==> src/rtl/stbuf_pkg.sv <==
package stbuf_pkg;

    localparam int SB_AW  = 32;
    localparam int SB_DW  = 32;
    localparam int SB_BEW = SB_DW / 8;

    typedef logic [SB_AW-1:0]  addr_t;
    typedef logic [SB_DW-1:0]  data_t;
    typedef logic [SB_BEW-1:0] be_t;

    typedef struct packed {
        logic  vld;
        addr_t addr;
        data_t data;
        be_t   be;
        logic  rfo_sent;
    } sb_entry_t;

    typedef enum logic [1:0] {
        FK_SLD0 = 2'd0,
        FK_SLD  = 2'd1,
        FK_ATOM = 2'd2,
        FK_FULL = 2'd3
    } fence_kind_e;

    typedef enum logic [1:0] {
        FS_IDLE = 2'd0,
        FS_WAIT = 2'd1,
        FS_REL  = 2'd2
    } fence_state_e;

    typedef struct packed {
        logic ld;
        logic st;
        logic all;
    } hold_t;

    function automatic logic covers_word(be_t be);
        return &be;
    endfunction

    function automatic hold_t holds_for(fence_kind_e k);
        hold_t h;
        h.ld  = 1'b1;
        h.st  = (k == FK_ATOM) || (k == FK_FULL);
        h.all = (k == FK_FULL);
        return h;
    endfunction

endpackage

==> src/rtl/stbuf_queue.sv <==
module stbuf_queue
    import stbuf_pkg::*;
#(
    parameter int DEPTH = 8,
    localparam int PW = $clog2(DEPTH),
    localparam int CW = $clog2(DEPTH + 1)
) (
    input  logic          clk,
    input  logic          rst,
    input  logic          push,
    input  addr_t         push_addr,
    input  data_t         push_data,
    input  be_t           push_be,
    input  logic          pop,
    input  logic          rfo_mark,
    input  logic [PW-1:0] rfo_idx,
    output sb_entry_t     ents [DEPTH],
    output logic [PW-1:0] head,
    output logic [CW-1:0] count
);

    sb_entry_t     mem [DEPTH];
    logic [PW-1:0] tail;

    always_ff @(posedge clk) begin
        if (rst) begin
            head  <= '0;
            tail  <= '0;
            count <= '0;
            for (int i = 0; i < DEPTH; i++) begin
                mem[i] <= '0;
            end
        end else begin
            if (push) begin
                mem[tail].vld      <= 1'b1;
                mem[tail].addr     <= push_addr;
                mem[tail].data     <= push_data;
                mem[tail].be       <= push_be;
                mem[tail].rfo_sent <= 1'b0;
                tail               <= tail + PW'(1);
            end
            if (pop) begin
                mem[head].vld <= 1'b0;
                head          <= head + PW'(1);
            end
            if (rfo_mark) begin
                mem[rfo_idx].rfo_sent <= 1'b1;
            end
            count <= count + CW'(push) - CW'(pop);
        end
    end

    always_comb begin
        for (int i = 0; i < DEPTH; i++) begin
            ents[i] = mem[i];
        end
    end

endmodule

==> src/rtl/stbuf_rfo.sv <==
module stbuf_rfo
    import stbuf_pkg::*;
#(
    parameter int DEPTH       = 8,
    parameter int FILL_SLOTS  = 4,
    parameter int PF_THROTTLE = 3,
    localparam int PW = $clog2(DEPTH),
    localparam int CW = $clog2(DEPTH + 1),
    localparam int FW = $clog2(FILL_SLOTS + 1)
) (
    input  sb_entry_t     ents [DEPTH],
    input  logic [PW-1:0] head,
    input  logic [CW-1:0] count,
    input  logic [FW-1:0] fill_used,
    input  logic          rfo_ready,
    output logic          rfo_valid,
    output addr_t         rfo_addr,
    output logic          rfo_mark,
    output logic [PW-1:0] rfo_idx
);

    logic          found;
    logic [PW-1:0] pos;
    logic          throttled;

    always_comb begin
        found   = 1'b0;
        rfo_idx = '0;
        pos     = '0;
        for (int i = 1; i < DEPTH; i++) begin
            pos = head + PW'(i);
            if (!found && (CW'(i) < count) && !ents[pos].rfo_sent) begin
                found   = 1'b1;
                rfo_idx = pos;
            end
        end
    end

    assign throttled = (fill_used >= FW'(PF_THROTTLE)) || (fill_used >= FW'(FILL_SLOTS));
    assign rfo_valid = found && !throttled;
    assign rfo_addr  = ents[rfo_idx].addr;
    assign rfo_mark  = rfo_valid && rfo_ready;

endmodule

==> src/rtl/stbuf_fwd.sv <==
module stbuf_fwd
    import stbuf_pkg::*;
#(
    parameter int DEPTH = 8,
    localparam int PW = $clog2(DEPTH),
    localparam int CW = $clog2(DEPTH + 1)
) (
    input  sb_entry_t     ents [DEPTH],
    input  logic [PW-1:0] head,
    input  logic [CW-1:0] count,
    input  logic          ld_valid,
    input  addr_t         ld_addr,
    input  logic          ld_block,
    output logic          ld_fwd_hit,
    output data_t         ld_fwd_data,
    output logic          ld_wait
);

    logic          match;
    logic [PW-1:0] sel;
    logic [PW-1:0] pos;

    always_comb begin
        match = 1'b0;
        sel   = '0;
        pos   = '0;
        for (int i = 0; i < DEPTH; i++) begin
            pos = head + PW'(i);
            if ((CW'(i) < count) && (ents[pos].addr == ld_addr)) begin
                match = 1'b1;
                sel   = pos;
            end
        end
    end

    assign ld_fwd_data = ents[sel].data;
    assign ld_fwd_hit  = ld_valid && !ld_block && match && covers_word(ents[sel].be);
    assign ld_wait     = ld_valid && (ld_block || (match && !covers_word(ents[sel].be)));

endmodule

==> src/rtl/stbuf_fence_ctl.sv <==
module stbuf_fence_ctl
    import stbuf_pkg::*;
#(
    parameter int DEPTH = 8,
    localparam int CW = $clog2(DEPTH + 1)
) (
    input  logic          clk,
    input  logic          rst,
    input  logic          fence_start,
    input  logic [1:0]    fence_kind,
    input  logic [CW-1:0] count_next,
    input  logic          pop,
    input  logic          inv_empty,
    input  logic          atomic_done,
    output logic          fence_ready,
    output logic          fence_release,
    output logic          ld_block,
    output logic          st_block,
    output logic          all_block
);

    fence_state_e  state;
    fence_kind_e   kind;
    logic [CW-1:0] older;
    logic          atom_seen;
    logic          can_release;
    hold_t         hold;

    assign can_release = (older == '0) && inv_empty && ((kind != FK_ATOM) || atom_seen);

    always_ff @(posedge clk) begin
        if (rst) begin
            state     <= FS_IDLE;
            kind      <= FK_SLD;
            older     <= '0;
            atom_seen <= 1'b0;
        end else begin
            case (state)
                FS_IDLE: begin
                    if (fence_start) begin
                        state     <= FS_WAIT;
                        kind      <= fence_kind_e'(fence_kind);
                        older     <= count_next;
                        atom_seen <= 1'b0;
                    end
                end
                FS_WAIT: begin
                    if (can_release) begin
                        state <= FS_REL;
                    end else begin
                        if (older != '0) begin
                            older <= older - CW'(pop);
                        end
                        atom_seen <= atom_seen | atomic_done;
                    end
                end
                default: state <= FS_IDLE;
            endcase
        end
    end

    assign hold          = holds_for(kind);
    assign fence_ready   = (state == FS_IDLE);
    assign fence_release = (state == FS_REL);
    assign ld_block      = (state == FS_WAIT) && hold.ld;
    assign st_block      = (state == FS_WAIT) && hold.st;
    assign all_block     = (state == FS_WAIT) && hold.all;

endmodule

==> src/rtl/stbuf_fence_top.sv <==
module stbuf_fence_top
    import stbuf_pkg::*;
#(
    parameter int DEPTH       = 8,
    parameter int FILL_SLOTS  = 4,
    parameter int PF_THROTTLE = 3
) (
    input  logic                            clk,
    input  logic                            rst,
    input  logic                            st_valid,
    output logic                            st_ready,
    input  logic [31:0]                     st_addr,
    input  logic [31:0]                     st_data,
    input  logic [3:0]                      st_be,
    output logic                            cwr_valid,
    input  logic                            cwr_ready,
    output logic [31:0]                     cwr_addr,
    output logic [31:0]                     cwr_data,
    output logic [3:0]                      cwr_be,
    output logic                            rfo_valid,
    input  logic                            rfo_ready,
    output logic [31:0]                     rfo_addr,
    input  logic [$clog2(FILL_SLOTS+1)-1:0] fill_used,
    input  logic                            inv_empty,
    input  logic                            fence_start,
    input  logic [1:0]                      fence_kind,
    output logic                            fence_ready,
    input  logic                            atomic_done,
    output logic                            fence_release,
    output logic                            ld_block,
    output logic                            st_block,
    output logic                            all_block,
    input  logic                            ld_valid,
    input  logic [31:0]                     ld_addr,
    output logic                            ld_fwd_hit,
    output logic [31:0]                     ld_fwd_data,
    output logic                            ld_wait
);

    localparam int PW = $clog2(DEPTH);
    localparam int CW = $clog2(DEPTH + 1);

    sb_entry_t     ents [DEPTH];
    logic [PW-1:0] head;
    logic [CW-1:0] count;
    logic [CW-1:0] count_next;
    logic          push;
    logic          pop;
    logic          rfo_mark;
    logic [PW-1:0] rfo_idx;

    assign st_ready   = (count != CW'(DEPTH)) && !st_block;
    assign push       = st_valid && st_ready;
    assign cwr_valid  = (count != '0);
    assign pop        = cwr_valid && cwr_ready;
    assign count_next = count + CW'(push) - CW'(pop);
    assign cwr_addr   = ents[head].addr;
    assign cwr_data   = ents[head].data;
    assign cwr_be     = ents[head].be;

    stbuf_queue #(.DEPTH(DEPTH)) u_queue (
        .clk       (clk),
        .rst       (rst),
        .push      (push),
        .push_addr (st_addr),
        .push_data (st_data),
        .push_be   (st_be),
        .pop       (pop),
        .rfo_mark  (rfo_mark),
        .rfo_idx   (rfo_idx),
        .ents      (ents),
        .head      (head),
        .count     (count)
    );

    stbuf_rfo #(
        .DEPTH       (DEPTH),
        .FILL_SLOTS  (FILL_SLOTS),
        .PF_THROTTLE (PF_THROTTLE)
    ) u_rfo (
        .ents      (ents),
        .head      (head),
        .count     (count),
        .fill_used (fill_used),
        .rfo_ready (rfo_ready),
        .rfo_valid (rfo_valid),
        .rfo_addr  (rfo_addr),
        .rfo_mark  (rfo_mark),
        .rfo_idx   (rfo_idx)
    );

    stbuf_fwd #(.DEPTH(DEPTH)) u_fwd (
        .ents        (ents),
        .head        (head),
        .count       (count),
        .ld_valid    (ld_valid),
        .ld_addr     (ld_addr),
        .ld_block    (ld_block),
        .ld_fwd_hit  (ld_fwd_hit),
        .ld_fwd_data (ld_fwd_data),
        .ld_wait     (ld_wait)
    );

    stbuf_fence_ctl #(.DEPTH(DEPTH)) u_fence (
        .clk           (clk),
        .rst           (rst),
        .fence_start   (fence_start),
        .fence_kind    (fence_kind),
        .count_next    (count_next),
        .pop           (pop),
        .inv_empty     (inv_empty),
        .atomic_done   (atomic_done),
        .fence_ready   (fence_ready),
        .fence_release (fence_release),
        .ld_block      (ld_block),
        .st_block      (st_block),
        .all_block     (all_block)
    );

endmodule

==> config.mk <==
export PLATFORM = sky130hd
export DESIGN_NAME = stbuf_fence_top
export DESIGN_NICKNAME = d
export VERILOG_FILES = /design/src/rtl/stbuf_pkg.sv /design/src/rtl/stbuf_queue.sv /design/src/rtl/stbuf_rfo.sv /design/src/rtl/stbuf_fwd.sv /design/src/rtl/stbuf_fence_ctl.sv /design/src/rtl/stbuf_fence_top.sv
export SDC_FILE = /design/constraint.sdc
export NUM_CORES = 2
export LEC_CHECK = 0
export BUFFER_PORTS_ARGS = -buffer_cell sky130_fd_sc_hd__buf_2
export CAP_MARGIN = 20
export CORE_MARGIN = 1
export CORE_UTILIZATION = 64
export CTS_CLUSTER_SIZE = 28
export DETAILED_ROUTE_END_ITERATION = 12
export PLACE_DENSITY = 0.86
export SLEW_MARGIN = 20
export SYNTH_ARGS = -nofsm -noshare
export SYNTH_HDL_FRONTEND = slang
export SYNTH_SLANG_ARGS = --single-unit
export TNS_END_PERCENT = 1
==> constraint.sdc <==
create_clock -name clk -period 21.5 [get_ports clk]
set_clock_uncertainty 0.15 [all_clocks]
set_input_delay 4.3 -clock clk [delete_from_list [all_inputs] [get_ports clk]]
set_output_delay 4.3 -clock clk [all_outputs]
set_load 0.02 [all_outputs]
; ---- Yosys cells after proc, flatten, opt, wreduce, memory -nomap -nowiden
; Memory sizes are Yosys's and may differ from the RTL's.
; Index checks and enable logic that the tools add are counted.
[word_totals]
reg_bits = 19
ramBits = 560
input_bits = 114
output_inout_bits = 142
wordCells = 227
n_memories = 1
[classes]
n_addsub = 11
n_lt_le_gt_ge = 20
n_eq_ne = 18
mux = 90
bitwise_logic = 11
reduce_logical = 69
[mem_list]
columns = name, words, width, read_ports, rd_clocked_by_memory_dff, wr, line
row1 = u_queue.mem, 8, 70, 8, 0, 8, stbuf_queue.sv:22  ; sb_entry_t mem [DEPTH];
[op_table]
columns = operator, n
row1 = binary-select mux 70 bit (select 3 bit), 10
row2 = 2-to-1 mux 69 bit, 18
row3 = equality test 32 bit, 8
row4 = 2-to-1 mux 70 bit, 3
row5 = OR reduction 70 bit, 3
row6 = 2-to-1 mux 37 bit, 2
row7 = 2-to-1 mux 3 bit, 18
row8 = greater-or-equal comparator 4 bit (second input constant), 10
row9 = inverter 3 -> 4 bit, 10
row10 = logical AND 1 bit, 35
row11 = 2-to-1 mux 1 bit, 29
row12 = logical NOT 1 bit, 17
row13 = less-than comparator 3 x 4 -> 1 bit (first input constant), 4
row14 = adder 3 bit (second input constant), 4
row15 = 2-to-1 mux 4 bit, 3
row16 = less-than comparator 1 x 4 -> 1 bit (first input constant), 2
row17 = less-than comparator 2 x 4 -> 1 bit (first input constant), 2
row18 = 2-to-1 mux 2 bit, 4
row19 = case mux 4 bit (2 select lines), 1
row20 = AND reduction 4 bit, 2
row21 = nonzero test 4 bit, 2
row22 = subtractor 4 x 1 -> 4 bit, 2
row23 = adder 3 x 1 -> 3 bit (second input constant), 2
row24 = adder 3 x 2 -> 3 bit (second input constant), 2
row25 = 17 further kinds, 26

; ---- Depth between registers and ports, before layout
[depth]
word_depth = 39
depth_mapped = 31
mapped_depth_nobuf = 16

; ---- Cells and area by module
; Synthesis repeated with hierarchy kept, for this count alone.
[unflattened]
hier_cells = 3966
area_unflattened_um2 = 48749.3
[by_module_without_submodules]
columns = module, n_inst, cells_each, area_per_inst_um2, seq_area_each_um2
row1 = stbuf_queue, 1, 1275, 21326.7, 16856.2
row2 = stbuf_fwd, 1, 1844, 18766.7, 0.0
row3 = stbuf_fence_top, 1, 264, 4360.4, 0.0
row4 = stbuf_rfo, 1, 527, 3791.1, 0.0
row5 = stbuf_fence_ctl, 1, 56, 504.2, 180.2

; ---- Worst setup path before layout
; OpenSTA, ideal clock, no wires.
[synth_path]
path_type = input port to output port
start = in ld_addr[10]
end = out ld_fwd_hit
t_arrival_ns = 8.282
required_ns = 17.050
setup_slack_ns = 8.768
cell_stages = 15
n_path_buf = 1
path_cell_list = buf_2 -> clkinv_1 -> xnor2_1 -> mux2_2 -> a2111oi_0 -> nand4_1 -> nor4_2 -> mux2_2 -> o31ai_1 -> a31oi_2 -> or2_4 -> mux2_4 -> a211oi_2 -> nor2_1 -> a2111oi_2
[synth_between]
elab_chain_cells = 16
elab_cells_between_ends = 39
classes_between = 8 x eq/ne / 19 x mux / 1 x bitwise / 11 x reduce/logical
[synth_rtl]
columns = element, line
row1 = from (decl), stbuf_fence_top.sv:34  ; input logic [31:0] ld_addr,
row2 = equality test 32 bit, stbuf_fwd.sv:29  ; if ((CW'(i) < count) && (ents[pos].addr == ld_addr)) begin
row3 = logical AND 1 bit, stbuf_fwd.sv:29
row4 = 2-to-1 mux 3 bit (8 in series), stbuf_fwd.sv:29
row5 = inverter 3 -> 4 bit (implied by the code), stbuf_fwd.sv:37  ; assign ld_fwd_hit = ld_valid && !ld_block && match && covers_word(ents[sel].be);
row6 = binary-select mux 70 bit (select 3 bit), stbuf_fwd.sv:37
row7 = 2-to-1 mux 37 bit (2 in series), --
row8 = AND reduction 4 bit, stbuf_pkg.sv:39  ; return &be;
row9 = logical AND 1 bit *, stbuf_fwd.sv:37
row10 = to (decl), stbuf_fence_top.sv:35  ; output logic ld_fwd_hit,
; Mark *: on every way between the ends. The rest lies on a longest branch, timed or not. The select of a mux whose other input is x is not followed.

; ---- Worst setup path in the final report
[layout_path]
start = reg u_queue.head[1]
end = out ld_fwd_data[31]
[layout_between]
elab_chain_cells = 18
elab_cells_between_ends = 67
classes_between = 7 x add/sub / 8 x eq/ne / 35 x mux / 9 x bitwise / 8 x reduce/logical
[layout_rtl]
columns = element, line
row1 = from (decl), stbuf_queue.sv:18  ; output logic [PW-1:0] head,
row2 = from (signal assigned), stbuf_queue.sv:44  ; head <= head + PW'(1);
row3 = adder 3 x 1 -> 3 bit / inverter 3 -> 4 bit (equally long branches), "stbuf_fwd.sv:28, stbuf_fwd.sv:29"
row4 = inverter 3 -> 4 bit (implied by the code) / binary-select mux 70 bit (select 3 bit) (equally long branches), stbuf_fwd.sv:29
row5 = binary-select mux 70 bit (select 3 bit) / 2-to-1 mux 69 bit (equally long branches), stbuf_fwd.sv:29
row6 = "2-to-1 mux 69 bit, on equally long branches", --
row7 = 2-to-1 mux 69 bit / equality test 32 bit (equally long branches), --
row8 = equality test 32 bit / logical AND 1 bit (equally long branches), stbuf_fwd.sv:29
row9 = logical AND 1 bit / 2-to-1 mux 3 bit (equally long branches), stbuf_fwd.sv:29
row10 = 2-to-1 mux 3 bit (6 in series), stbuf_fwd.sv:29
row11 = 2-to-1 mux 3 bit *, stbuf_fwd.sv:29
row12 = inverter 3 -> 4 bit (implied by the code) *, stbuf_fwd.sv:36  ; assign ld_fwd_data = ents[sel].data;
row13 = binary-select mux 70 bit (select 3 bit) *, stbuf_fwd.sv:36
row14 = 2-to-1 mux 37 bit (implied by the code) * (2 in series), stbuf_fwd.sv:36
row15 = to (decl), stbuf_fence_top.sv:36  ; output logic [31:0] ld_fwd_data,
; Marks and branches as above.

==> impl_results.md <==
- PostCTS Resize Cnt: 0
- Max_slew headroom: 7.869%
- Mean routed wirelength per cell: 39.49 µm
- Maxcap violations: 0
- Logic pwr share: 62.3%
- Async S/R FF share, synth: 0%
- Post-route DRC: 0
- Die height: 257.9 µm
- Register area share after synthesis: 40.26%
- Detailed Route WL: 178500 µm
- Pin count of the biggest net entering global routing: 135
- Final hold vios: 0
- Final ANT Viol Nets: 0
- Switch share: 50.78%
- Ys flop type: edfxtp_1
- Worst R2R End: u_queue.mem[5][0]
- Clock Power Share: 16.7%
- CTS Sinks: 571
- Share of cells above drive strength 1: 25.02%
- Compound-Gate Fraction of Synth Area: 7.355%
- Status: finished, final reports clean
- Post-synth cell types: 98
- Detailed Place HPWL: 120700 µm
- TNS Setup: 0 ps
- Tmin final: 15150 ps
- Gr ovfl total: 0
- Critical path endpoint category: primary output
- Hold Crit Class: reg -> reg
- CTS buffer count: 60
- Largest family of logic cells by synthesized area: multiplexers
- Pwr per Cell Area: 146.6 nW/µm²
- Inst Count DP: 4393
- Htree depth: 2
- Via count of the first global-routing pass: 33620
- R2R Setup Slk: 13880 ps
- GRT Overall Usage: 53.00%
- CTS clk-pin slew, worst paths: 60 ps
- Finished Layout Cells: 4519
- Setup Buffers After CTS: 0
- Syn Std Cell Area: 41920 µm²
- Unrepaired setup endpoints after global routing: no
- Initial antenna violation count: 19
- Final worst-path cycle share: 70.46%
- Iter 0 DRT Violations: 6854
- Adder-Cell Fraction of Synth Area: 0.4060%
- CTS tree: yes
- Reg2reg start: u_queue.head[1]
- Post-synthesis simple-gate area fraction: 15.82%
- NumNets Final: 3728
- Worst Path Required: 17050 ps
- Setup crit end: ld_fwd_data[31]
- RePlAce Congestion: 1.125
- Initial Util: 64.90%
- Syn Nets: 3620
- Die area: 66520 µm²
- Tightest Pin Transition: 1380 ps
- XOR/XNOR share of the synthesized area: 5.409%
- Peak VDD IR: 145.1 µV
- CTS Hold Bufs: 0
- Post-synth EDFFs: 544
- First-pass GRT wire length: 248500 µm
- WP data arrival: 10700 ps
- Seq cells post-synth: 571
- Vias: 35700
- Crit path from: u_queue.head[1]
- Worst-Skew Late Latency: 670 ps
- Crit Path Max Fanout: 78
- Share of power burned in registers: 21.0%
- Synth-to-Final Area Change: 9.221%
- Mux contribution to synthesized area: 26.76%
- Site Rows: 93
- Avg Vias per Cell: 7.899
- Crit path launch type: flop
- Clock Tree Root: clkbuf_16
- Cells after Synth: 3493
- Internal: 3.303 mW
- Ys Warns: 0
- IO buf count: 255
- I/O pin cnt: 256
- Max Buffers Root-to-Sink: 3
- Count of pins over their slew limit: 0
- Core area: 64580 µm²
- Drt pass-1 iters: 9
- Final setup vio count: 0
- NetSw: 3.407 mW
- Worst r2r path cells: 17
- Horiz. Die Dim: 257.9 µm
- Setup Crit Path Kind: reg -> out
- Fmax: 66.01 MHz
- Leakage: 16.79 nW
- Syn_area_per_cell: 12.00 µm²
[metal layers]
metal	global-route usage, %	share of wire [%]
met5	0	0.082
met4	30.49	7.4
met3	19.28	17
met2	77.43	43
met1	68.42	33
[flip-flops by register name, indices dropped and copies added, names as in the netlist]
register	cells
u_fence.atom_seen	1
u_fence.kind	2
u_fence.older	4
u_fence.state	2
u_queue.count	4
u_queue.head	3
u_queue.mem	552
u_queue.tail	3
[layout by cell type (no fill, tap or decap), types with 12 or more instances in the layout]
| master | n |
|---|---|
| xnor2_1 | 236 |
| mux2i_1 | 235 |
| and3_1 | 14 |
| mux2_2 | 82 |
| a31oi_1 | 12 |
| o221ai_1 | 15 |
| nor3_1 | 31 |
| a221oi_1 | 51 |
| dfxtp_1 | 24 |
| inv_1 | 48 |
| nand3_1 | 75 |
| clkbuf_16 | 60 |
| nand2b_1 | 13 |
| o21ai_0 | 46 |
| clkinv_2 | 12 |
| nand2_1 | 263 |
| nor2_1 | 97 |
| a222oi_1 | 13 |
| xor2_1 | 16 |
| clkinv_1 | 19 |
| buf_4 | 68 |
| buf_2 | 255 |
| edfxtp_1 | 544 |
| nor4_1 | 21 |
| a22o_1 | 15 |
| mux4_2 | 334 |
| nor2b_1 | 17 |
| mux2_1 | 15 |
| and2_1 | 553 |
| nand4_1 | 46 |
| a21oi_1 | 49 |
| a211oi_1 | 16 |
| a22oi_1 | 37 |
| o22ai_1 | 49 |
[kinds of logic (layout without fill, tap and decap cells)]
logic type,after synthesis,count (layout)
adders and majority gates,13,13
and+or+nand+nor,1213,1213
muxes,676,676
xor gates and xnor gates,258,258
other,0,11
buffers and inverters,344,504
AOI/OAI and AO/OA,418,418
DFF,571,571
[layout make-up]
| type | instances | area [µm²] |
|---|---|---|
| antenna | 11 | 27.53 |
| sequential | 571 | 16890 |
| fill | 4161 | 18800 |
| clock buffer | 64 | 1516 |
| inverter | 63 | 236.5 |
| clock inverter | 50 | 584.3 |
| multi-input combinational | 2578 | 23610 |
| timing repair buffer | 327 | 1853 |
| tap | 855 | 1070 |
[power by group through the flow]
| stage | Sequential [mW] | Combinational (mW) | Clock (mW) |
|---|---|---|---|
| after floorplan | 1.37 | 2.43 | 0 |
| after global placement | 1.41 | 3.85 | 0 |
| after detailed placement | 1.42 | 3.87 | 0 |
| after CTS | 1.40 | 3.91 | 1.11 |
| after global routing | 1.41 | 4.16 | 1.15 |
| final | 1.41 | 4.18 | 1.12 |
[Yosys cell counts (50+ instances only)]
master	count	area [µm²]
and2_1	553	3460
edfxtp_1	544	16340
mux4_2	334	7522
nand2_1	263	987.2
xnor2_1	239	2093
mux2i_1	235	2352
clkbuf_1	127	476.7
nor2_1	110	412.9
mux2_2	82	923.4
nand3_1	75	375.4
buf_2	69	345.3
a21oi_1	51	255.2
a221oi_1	51	446.7
inv_1	50	187.7
[per-stage QoR]
| step | total power, mW | utilization (%) | worst slack [ps] | area (µm²) | hold slack, ps |
|---|---|---|---|---|---|
| finish | 6.711 | 70.89 | 6350 | 45780 | 364.2 |
| global route | 6.720 | 70.86 | 6076 | 45760 | 393.0 |
| CTS | 6.420 | 70.80 | 6337 | 45720 | 362.5 |
| detailed placement | 5.291 | 67.55 | 6727 | 43620 | 353.1 |
| global placement | 5.259 | 67.55 | 6771 | 43620 | 343.7 |
| floorplan | 3.806 | - | 8768 | 41920 | 321.8 |
[worst max-delay path, stage by stage, from the launching register on]
cell and delay, ps:
dfxtp_4 740, inv_1 570, ha_4 910, buf_4 660
buf_4 700, mux4_2 720, xnor2_1 490, nand4_1 170
a2111oi_0 520, o2111ai_1 220, nor4_2 840, o31ai_2 330
and3_1 310, a21oi_4 110, buf_4 640, buf_6 750
mux2_2 320, o22ai_1 120, a221oi_1 430, buf_2 260
[how the worst min path moves through the flow]
stage | from | to | slack (ps) | cells past startpoint
floorplan | u_queue.mem[5][0] | u_queue.mem[5][0] | 320 | 2
global placement | u_queue.mem[4][0] | u_queue.mem[4][0] | 340 | 2
detailed placement | u_queue.mem[0][0] | u_queue.mem[0][0] | 350 | 2
CTS | u_queue.mem[0][0] | u_queue.mem[0][0] | 360 | 2
global route | u_queue.mem[0][0] | u_queue.mem[0][0] | 390 | 2
finish | u_queue.mem[0][0] | u_queue.mem[0][0] | 360 | 2
Power figures use the tool's default switching activity.
